### src/rtl/pkt_framer_pkg.sv
package pkt_framer_pkg;

  typedef enum logic [1:0] {
    CAUSE_SEP    = 2'd0,
    CAUSE_XOR    = 2'd1,
    CAUSE_LEN    = 2'd2,
    CAUSE_TIMING = 2'd3
  } rej_cause_e;

  typedef enum logic [1:0] {
    ST_HUNT = 2'd0,
    ST_DATA = 2'd1,
    ST_SEP  = 2'd2
  } frm_state_e;

endpackage

### src/rtl/pkt_framer_preamble.sv
module pkt_framer_preamble #(
  parameter int PRE_MIN = 10,
  parameter int PRE_W   = $clog2(PRE_MIN + 1)
) (
  input  logic clk,
  input  logic rst_n,
  input  logic hunting,
  input  logic flush,
  input  logic bit_stb,
  input  logic bit_val,
  output logic start_seen
);

  logic [PRE_W-1:0] ones_q;
  logic             enough;

  // Saturating count: reaching the threshold is all that matters.
  assign enough     = (ones_q == PRE_W'(PRE_MIN));
  assign start_seen = hunting & ~flush & bit_stb & ~bit_val & enough;

  always_ff @(posedge clk) begin
    if (!rst_n || !hunting || flush) begin
      ones_q <= '0;
    end else if (bit_stb) begin
      if (!bit_val)    ones_q <= '0;
      else if (!enough) ones_q <= ones_q + PRE_W'(1);
    end
  end

endmodule

### src/rtl/pkt_framer_shifter.sv
module pkt_framer_shifter #(
  parameter int BYTE_W = 8,
  parameter int IDX_W  = $clog2(BYTE_W)
) (
  input  logic              clk,
  input  logic              rst_n,
  input  logic              restart,
  input  logic              shift_en,
  input  logic              bit_val,
  output logic              byte_done,
  output logic [BYTE_W-1:0] byte_next
);

  logic [BYTE_W-1:0] sh_q;
  logic [IDX_W-1:0]  idx_q;

  assign byte_next = {sh_q[BYTE_W-2:0], bit_val};
  assign byte_done = shift_en && (idx_q == IDX_W'(BYTE_W - 1));

  always_ff @(posedge clk) begin
    if (!rst_n || restart) begin
      sh_q  <= '0;
      idx_q <= '0;
    end else if (shift_en) begin
      sh_q  <= byte_next;
      idx_q <= byte_done ? '0 : idx_q + IDX_W'(1);
    end
  end

endmodule

### src/rtl/pkt_framer_store.sv
module pkt_framer_store #(
  parameter int BYTE_W    = 8,
  parameter int MAX_BYTES = 6,
  parameter int LEN_W     = $clog2(MAX_BYTES + 1)
) (
  input  logic                        clk,
  input  logic                        rst_n,
  input  logic                        restart,
  input  logic                        wr_en,
  input  logic [BYTE_W-1:0]           wr_byte,
  output logic [LEN_W-1:0]            count,
  output logic [BYTE_W-1:0]           xor_acc,
  output logic [MAX_BYTES*BYTE_W-1:0] bytes
);

  logic room;
  assign room = (count < LEN_W'(MAX_BYTES));

  always_ff @(posedge clk) begin
    if (!rst_n || restart) begin
      count   <= '0;
      xor_acc <= '0;
    end else if (wr_en && room) begin
      count   <= count + LEN_W'(1);
      xor_acc <= xor_acc ^ wr_byte;
    end
  end

  for (genvar g = 0; g < MAX_BYTES; g++) begin : g_slot
    logic [BYTE_W-1:0] slot_q;
    always_ff @(posedge clk) begin
      if (!rst_n)                                  slot_q <= '0;
      else if (wr_en && count == LEN_W'(g))        slot_q <= wr_byte;
    end
    assign bytes[g*BYTE_W +: BYTE_W] = slot_q;
  end

endmodule

### src/rtl/pkt_framer.sv
module pkt_framer #(
  parameter int PRE_MIN   = 10,
  parameter int MIN_BYTES = 3,
  parameter int MAX_BYTES = 6,
  parameter int BYTE_W    = 8,
  parameter int LEN_W     = $clog2(MAX_BYTES + 1)
) (
  input  logic                        clk,
  input  logic                        rst_n,
  input  logic                        bit_valid,
  input  logic                        bit_value,
  input  logic                        timing_err,
  output logic                        pkt_good,
  output logic                        answer_en,
  output logic                        pkt_err,
  output logic [1:0]                  err_cause,
  output logic [LEN_W-1:0]            pkt_len,
  output logic [MAX_BYTES*BYTE_W-1:0] pkt_bytes
);
  import pkt_framer_pkg::*;

  frm_state_e        state_q;
  rej_cause_e        cause_q;
  logic              good_q, err_q;
  logic              hunting, start_seen, shift_en, byte_done;
  logic [BYTE_W-1:0] byte_next, xor_acc;
  logic [LEN_W-1:0]  count;
  logic              full, short, xor_bad;

  assign hunting  = (state_q == ST_HUNT);
  assign shift_en = (state_q == ST_DATA) && bit_valid && !timing_err;
  assign full     = (count == LEN_W'(MAX_BYTES));
  assign short    = (count <  LEN_W'(MIN_BYTES));
  assign xor_bad  = |xor_acc;

  pkt_framer_preamble #(.PRE_MIN(PRE_MIN)) u_pre (
    .clk(clk), .rst_n(rst_n), .hunting(hunting), .flush(timing_err),
    .bit_stb(bit_valid), .bit_val(bit_value), .start_seen(start_seen)
  );

  pkt_framer_shifter #(.BYTE_W(BYTE_W)) u_shift (
    .clk(clk), .rst_n(rst_n), .restart(start_seen), .shift_en(shift_en),
    .bit_val(bit_value), .byte_done(byte_done), .byte_next(byte_next)
  );

  pkt_framer_store #(.BYTE_W(BYTE_W), .MAX_BYTES(MAX_BYTES), .LEN_W(LEN_W)) u_store (
    .clk(clk), .rst_n(rst_n), .restart(start_seen), .wr_en(byte_done),
    .wr_byte(byte_next), .count(count), .xor_acc(xor_acc), .bytes(pkt_bytes)
  );

  always_ff @(posedge clk) begin
    if (!rst_n) begin
      state_q <= ST_HUNT;
      cause_q <= CAUSE_SEP;
      good_q  <= 1'b0;
      err_q   <= 1'b0;
    end else begin
      good_q <= 1'b0;
      err_q  <= 1'b0;
      if (timing_err) begin
        if (!hunting) begin
          err_q   <= 1'b1;
          cause_q <= CAUSE_TIMING;
        end
        state_q <= ST_HUNT;
      end else if (bit_valid) begin
        unique case (state_q)
          ST_HUNT: if (start_seen) state_q <= ST_DATA;
          ST_DATA: if (byte_done)  state_q <= ST_SEP;
          ST_SEP: begin
            if (!bit_value) begin
              if (full) begin
                err_q   <= 1'b1;
                cause_q <= CAUSE_SEP;
                state_q <= ST_HUNT;
              end else begin
                state_q <= ST_DATA;
              end
            end else begin
              state_q <= ST_HUNT;
              if (short) begin
                err_q   <= 1'b1;
                cause_q <= CAUSE_LEN;
              end else if (xor_bad) begin
                err_q   <= 1'b1;
                cause_q <= CAUSE_XOR;
              end else begin
                good_q  <= 1'b1;
              end
            end
          end
          default: state_q <= ST_HUNT;
        endcase
      end
    end
  end

  assign pkt_good  = good_q;
  assign answer_en = good_q;
  assign pkt_err   = err_q;
  assign err_cause = cause_q;
  assign pkt_len   = count;

endmodule

### config.mk
export PLATFORM = sky130hd
export DESIGN_NAME = pkt_framer
export DESIGN_NICKNAME = d
export VERILOG_FILES = /design/src/rtl/pkt_framer_pkg.sv /design/src/rtl/pkt_framer_preamble.sv /design/src/rtl/pkt_framer_shifter.sv /design/src/rtl/pkt_framer_store.sv /design/src/rtl/pkt_framer.sv
export SDC_FILE = /design/constraint.sdc
export NUM_CORES = 1
export LEC_CHECK = 0
export BUFFER_PORTS_ARGS = -buffer_cell sky130_fd_sc_hd__buf_2
export CAP_MARGIN = 0
export CORE_ASPECT_RATIO = 1.75
export CORE_MARGIN = 2
export CORE_UTILIZATION = 58
export CTS_BUF_LIST = sky130_fd_sc_hd__clkbuf_4 sky130_fd_sc_hd__clkbuf_8 sky130_fd_sc_hd__clkbuf_16
export CTS_CLUSTER_DIAMETER = 200
export DETAILED_ROUTE_END_ITERATION = 16
export PLACE_DENSITY = 0.91
export SLEW_MARGIN = 0
export SYNTH_ARGS = -nofsm -noshare
export SYNTH_HDL_FRONTEND = slang
export SYNTH_SLANG_ARGS = --single-unit
export TNS_END_PERCENT = 10
### constraint.sdc
create_clock -name clk -period 4.2 [get_ports clk]
set_input_delay 0.21 -clock clk [delete_from_list [all_inputs] [get_ports clk]]
set_output_delay 0.21 -clock clk [all_outputs]
set_load 0.1 [all_outputs]
### Yosys cells after proc, flatten, opt, wreduce, memory -nomap -nowiden

Index checks and enable logic that the tools add are counted.

* register bits: 79

* add/sub/neg operators: 3
* order comparisons: 2
* equal/unequal tests: 15
* multiplexer cells: 25
* bitwise operators: 10
* reduce and logical (&&, ||, !) cells: 27

Operators by type and width (number)
* 2-bit 2-to-1 mux: 10
* 3-bit == test, second input constant: 4
* 1-bit 2-to-1 mux: 11
* 1-bit logical AND: 10
* 4-bit 2-to-1 mux: 2
* 8-bit OR reduction: 1
* 8-bit bitwise XOR: 1
* 3-bit by 1-bit adder with 3-bit output, second input constant: 2
* 3-bit by 2-bit == test with 1-bit output, second input constant: 2
* 2-bit case mux with 3 select lines: 1
* 6-bit OR reduction: 1
* 1-bit NOT: 5
* 5-bit AND reduction: 1
* 4-bit by 1-bit adder with 4-bit output, second input constant: 1
* 1-bit AND: 4
* 4-bit == test, second input constant: 1
* 2-bit by 1-bit != test with 1-bit output, second input constant: 2
* 2-bit != test, second input constant: 2
* 4-bit by 1-bit != test with 1-bit output, second input constant: 1
* 2-bit nonzero test: 2
* 3-bit by 1-bit == test with 1-bit output, second input constant: 1
* 1-bit zero test: 3
* 3-bit zero test: 1
* 1-bit logical OR: 3
* 10 further kinds: 10

### Logic depth before layout (Yosys ltp)

* depth after elaboration: 7
* depth in mapped cells: 7

### By module

Synthesis repeated with hierarchy kept, for this count alone.

* cell total of the unflattened synthesis: 356
* area total of the unflattened synthesis: 3166.8 sq um

Modules (own cells, without submodules)
* pkt_framer_store: times used 1, cells each 245, area an instance 2162.1 sq um, seq. area each 1181.1 sq um
* pkt_framer_shifter: times used 1, cells each 39, area an instance 405.4 sq um, seq. area each 200.2 sq um
* pkt_framer: times used 1, cells each 42, area an instance 344.1 sq um, seq. area each 120.1 sq um
* pkt_framer_preamble: times used 1, cells each 30, area an instance 255.2 sq um, seq. area each 80.1 sq um

### Least setup slack after synthesis

OpenSTA, ideal clock, no wires.

* path kind: register to register
* start point: register u_store.count[0]
* end point: register cause_q[0], in the netlist err_cause[0]
* library setup time: 0.117 ns
* data arrival time: 2.116 ns
* data required time: 4.083 ns
* path slack: 1.967 ns
* stages on the path, launching flop included: 7
* buffers on the path: 0
* cell sequence: dfxtp_1 > inv_1 > ha_1 > a211o_1 > o221ai_1 > a21oi_1 > o211a_1

* longest elaborated chain between the ends: 6

RTL lines
* start, declared: line pkt_framer_store.sv:11 `output logic [LEN_W-1:0] count,`
* start signal, assigned: line pkt_framer_store.sv:24 `count <= count + LEN_W'(1);`
* 3-bit by 2-bit < comparator with 1-bit output: line pkt_framer.sv:33 `assign short = (count < LEN_W'(MIN_BYTES));`
* 2-bit 2-to-1 mux: line pkt_framer.sv:81 `if (short) begin`
* 2-bit 2-to-1 mux: line pkt_framer.sv:71 `if (!bit_value) begin`
* 2-bit 2-to-1 mux: line pkt_framer.sv:67 `unique case (state_q)`
* 2-bit 2-to-1 mux: line pkt_framer.sv:66 `end else if (bit_valid) begin`
* 2-bit 2-to-1 mux: line pkt_framer.sv:60 `if (timing_err) begin`
* end signal, assigned: line pkt_framer.sv:63 `cause_q <= CAUSE_TIMING;`
* end signal, assigned: line pkt_framer.sv:74 `cause_q <= CAUSE_SEP;`
* end signal, assigned: line pkt_framer.sv:83 `cause_q <= CAUSE_LEN;`
* end, declared: line pkt_framer.sv:23 `rej_cause_e cause_q;`

Parallel ways exist; a longest one is shown, timed or not. The select of a mux whose other input is x is not followed.
A chain may end at the register's enable or synchronous reset.

### Worst setup path after layout

* start point: register u_shift.idx_q[0]
* end point: register u_store.g_slot[1].slot_q[6]

* longest elaborated chain between the ends: 3

RTL lines
* start, declared: line pkt_framer_shifter.sv:15 `logic [IDX_W-1:0] idx_q;`
* start signal, assigned: line pkt_framer_shifter.sv:26 `idx_q <= byte_done ? '0 : idx_q + IDX_W'(1);`
* 3-bit == test: line pkt_framer_shifter.sv:18 `assign byte_done = shift_en && (idx_q == IDX_W'(BYTE_W - 1));`
* 1-bit logical AND: line pkt_framer_shifter.sv:18
* 1-bit logical AND: line pkt_framer_store.sv:33 `else if (wr_en && count == LEN_W'(g)) slot_q <= wr_byte;`
* end signal, assigned: line pkt_framer_store.sv:33
* end, declared: line pkt_framer_store.sv:30 `logic [BYTE_W-1:0] slot_q;`

No other way between the ends.

==> reports/results.txt <==
Initial Util: 59.6%
Total track usage: 26.1%
Die height: 101 um
Nets: 410
Clk sinks: 79
Placer Congestion: 0.850
Reg2Reg Setup Slack: 1.83 ns
Setup-failing EPs final: 0
Max FO, Critical Path: 21
Worst-Margin Slew: 1.03 ns
Largest family of logic cells by synthesized area: simple AND/OR/NAND/NOR gates
Leakage: 1.53 nW
Synth area leaders: dfxtp_1, nand3_1, o21ai_0
PwrDens: 381 nW/um2
Chip width: 59.3 um
Share of the yosys chip area belonging to registers: 50.9%
Dpl hpwl: 5050 um
Commonest non-fill, non-tap cell in the layout: dfxtp_1
Crit share post-route: 56.4%
RSZ-0062 raised after global routing: no
DRC Markers: 0
Core region area: 5210 um2
Minimum clock period: 2.37 ns
Floorplan row count: 35
Number of gates resized after CTS: 0
Peak VDD IR: 0.000253 V
Final Hold Fails: 0
DR vias/cell: 5.87
Synth Area in Simple Gates: 22.9%
Syn Area/Cell: 8.93 um2
Antenna Cells: 0
Synth Area in Compound Gates: 12.9%
CTS H-tree depth: 3
# placed instances: 440
Deepest clock path buffer count: 2
Mux cell area share after synthesis: 2.94%
Commonest cells after routing, fill and taps aside: dfxtp_1, buf_2, nand3_1, o21ai_0, nand2_1
CP Data Required Time: 4.42 ns
Port Buffer Count: 60
Reg2Reg Launch Point: u_shift.idx_q[0]$_SDFFE_PP0P_
Max Clock Skew: 0.00585 ns
Synthesized cell area: 3110 um2
Io pins: 61
Max-cap violations: 0
Worst skew pair latency: 0.36 ns
DR iter-0 viols: 215
First-pass GRT wire length: 11700 um
Setup TNS: 0 ns
Synthesized Nets: 362
Worst setup EP type: register
Routed wire length per instance: 15.9 um
Most used flip-flop cell after synthesis: dfxtp_1
Post-Synthesis Cells: 348
HP Start: bit_value
1st-pass router iterations: 5
CP startpoint kind: register
XOR/XNOR Fraction of Synth Area: 2.54%
Reg clk slew, reported paths: 0.08 ns
Vias in the first global route: 2513
Hold bufs inserted after CTS: 0
Crit path kind: register to register
Post-synth top area cell: dfxtp_1
YS warnings: 0
WHS Path Cells: 3
Area growth syn-to-layout: 15.4%
Total CTS buffers: 9
Fmax: 0.422 GHz
Critical Path AT: 2.58 ns
DIE AREA: 5980 um2
Max_slew headroom: 31.5%
Finished Cell Area: 3580 um2
GRT overflow: 0
Layout cells sized above 1: 20.0%
Max-slew violation count: 0
Routed vias: 2678
Root Buffer: clkbuf_8
Hold WC Path Type: input port to register
Async SR Flop Fraction: 0%
Final Non-Filler Cells: 456
Hold Path End: u_shift.sh_q[0]$_SDFFE_PP0P_
Post-DP Area: 3380 um2
Initial antenna violation count: 0
WL final: 7260 um
CTS tree: yes
Largest net degree at the start of global routing: 64
Yosys cell types: 41
Post-synthesis adder-cell area fraction: 3.62%
EDFF count, synth: 0
Run status: finished clean
Top cell type's share of synthesized area: 50.9%
R2r endpoint: u_store.g_slot[1].slot_q[6]$_SDFFE_PN0P_
Final antenna-violating net count: 0
Worst R2R Path Depth: 5
Flops & latches, synth: 79
Post-CTS Setup Inserts: 0
## registers in the layout (all words and copies together) (netlist names)
signal,count
u_store.count,3
u_shift.idx_q,3
u_store.xor_acc,8
state_q,2
u_pre.ones_q,4
u_store.g_slot.slot_q,48
u_shift.sh_q,7
pkt_err,1
answer_en,1
err_cause,2
## final cells by class
| type | count | area (um2) |
|---|---|---|
| fillers | 377 | 1630 |
| clock inverters | 6 | 68.8 |
| repair buffers | 61 | 308 |
| multi-input cells | 238 | 1390 |
| inverters | 7 | 26.3 |
| well taps | 55 | 68.8 |
| flip-flops and latches | 79 | 1580 |
| clock buffers | 10 | 138 |
## how the worst max path moves through the flow
stage,from,slack (ns),to,cells past startpoint
final,u_shift.idx_q[0]$_SDFFE_PP0P_,1.83,u_store.g_slot[1].slot_q[6]$_SDFFE_PN0P_,5
after global routing,u_shift.idx_q[1]$_SDFFE_PP0P_,1.59,u_store.g_slot[1].slot_q[6]$_SDFFE_PN0P_,5
after CTS,u_shift.idx_q[0]$_SDFFE_PP0P_,1.91,u_store.g_slot[1].slot_q[6]$_SDFFE_PN0P_,5
after detailed placement,u_shift.idx_q[0]$_SDFFE_PP0P_,1.95,u_store.g_slot[1].slot_q[5]$_SDFFE_PN0P_,5
after global placement,u_shift.idx_q[0]$_SDFFE_PP0P_,2.06,u_store.g_slot[0].slot_q[5]$_SDFFE_PN0P_,5
after floorplan,u_store.count[0]$_SDFFE_PP0P_,1.97,err_cause[0]$_SDFFE_PN0P_,6
## cells in the mapped netlist, drive strengths merged, types with 2 or more instances
cell type,instances
nand2,30
o21ai,46
and3,2
buf,9
nor3,3
ha,9
nand3,44
xor2,8
or3,2
dfxtp,79
or4,4
nor2b,11
clkbuf,15
mux2i,8
inv,7
a21oi,21
nand4,13
nor3b,3
nor2,15
o221ai,2
## cell families (layout without fill, tap and decap cells)
| group | Yosys count | count (layout) |
|---|---|---|
| and+or+nand+nor | 136 | 136 |
| buffers and inverters | 31 | 84 |
| AOI/OAI and AO/OA | 75 | 75 |
| muxes | 9 | 9 |
| DFF | 79 | 79 |
| adders and majority gates | 9 | 9 |
| xor gates and xnor gates | 9 | 9 |
## routing by layer
layer	wire length, um	GRT usage, %
met1	2710	27.4
met5	0	0
met3	312	6.42
met4	327	18.9
met2	3910	43.6
## metrics by stage
stage	worst slack (ns)	hold slack (ns)	total power [mW]	utilization (%)
after floorplan	1.97	0.431	0.787	-
after global placement	2.06	0.449	0.792	64.8
after detailed placement	1.95	0.457	0.793	64.8
after CTS	1.91	0.207	1.37	68.8
after global routing	1.59	0.221	1.41	68.8
final	1.83	0.221	1.36	68.8
## where the power goes
part / leakage (nW) / internal [mW] / switching [mW] / total, mW
logic: 0.789 / 0.00630 / 0.0205 / 0.0268
registers: 0.636 / 0.748 / 0.000400 / 0.749
clock network: 0.103 / 0.294 / 0.295 / 0.589
total: 1.53 / 1.05 / 0.316 / 1.36
## critical path, cell delays in order (launching register included)
cell and delay [ns]:
dfxtp_1 0.36, ha_1 0.17, ha_1 0.60, nand4_1 0.65
nand3_1 0.31, o21ai_0 0.13
Power figures use the tool's default switching activity.
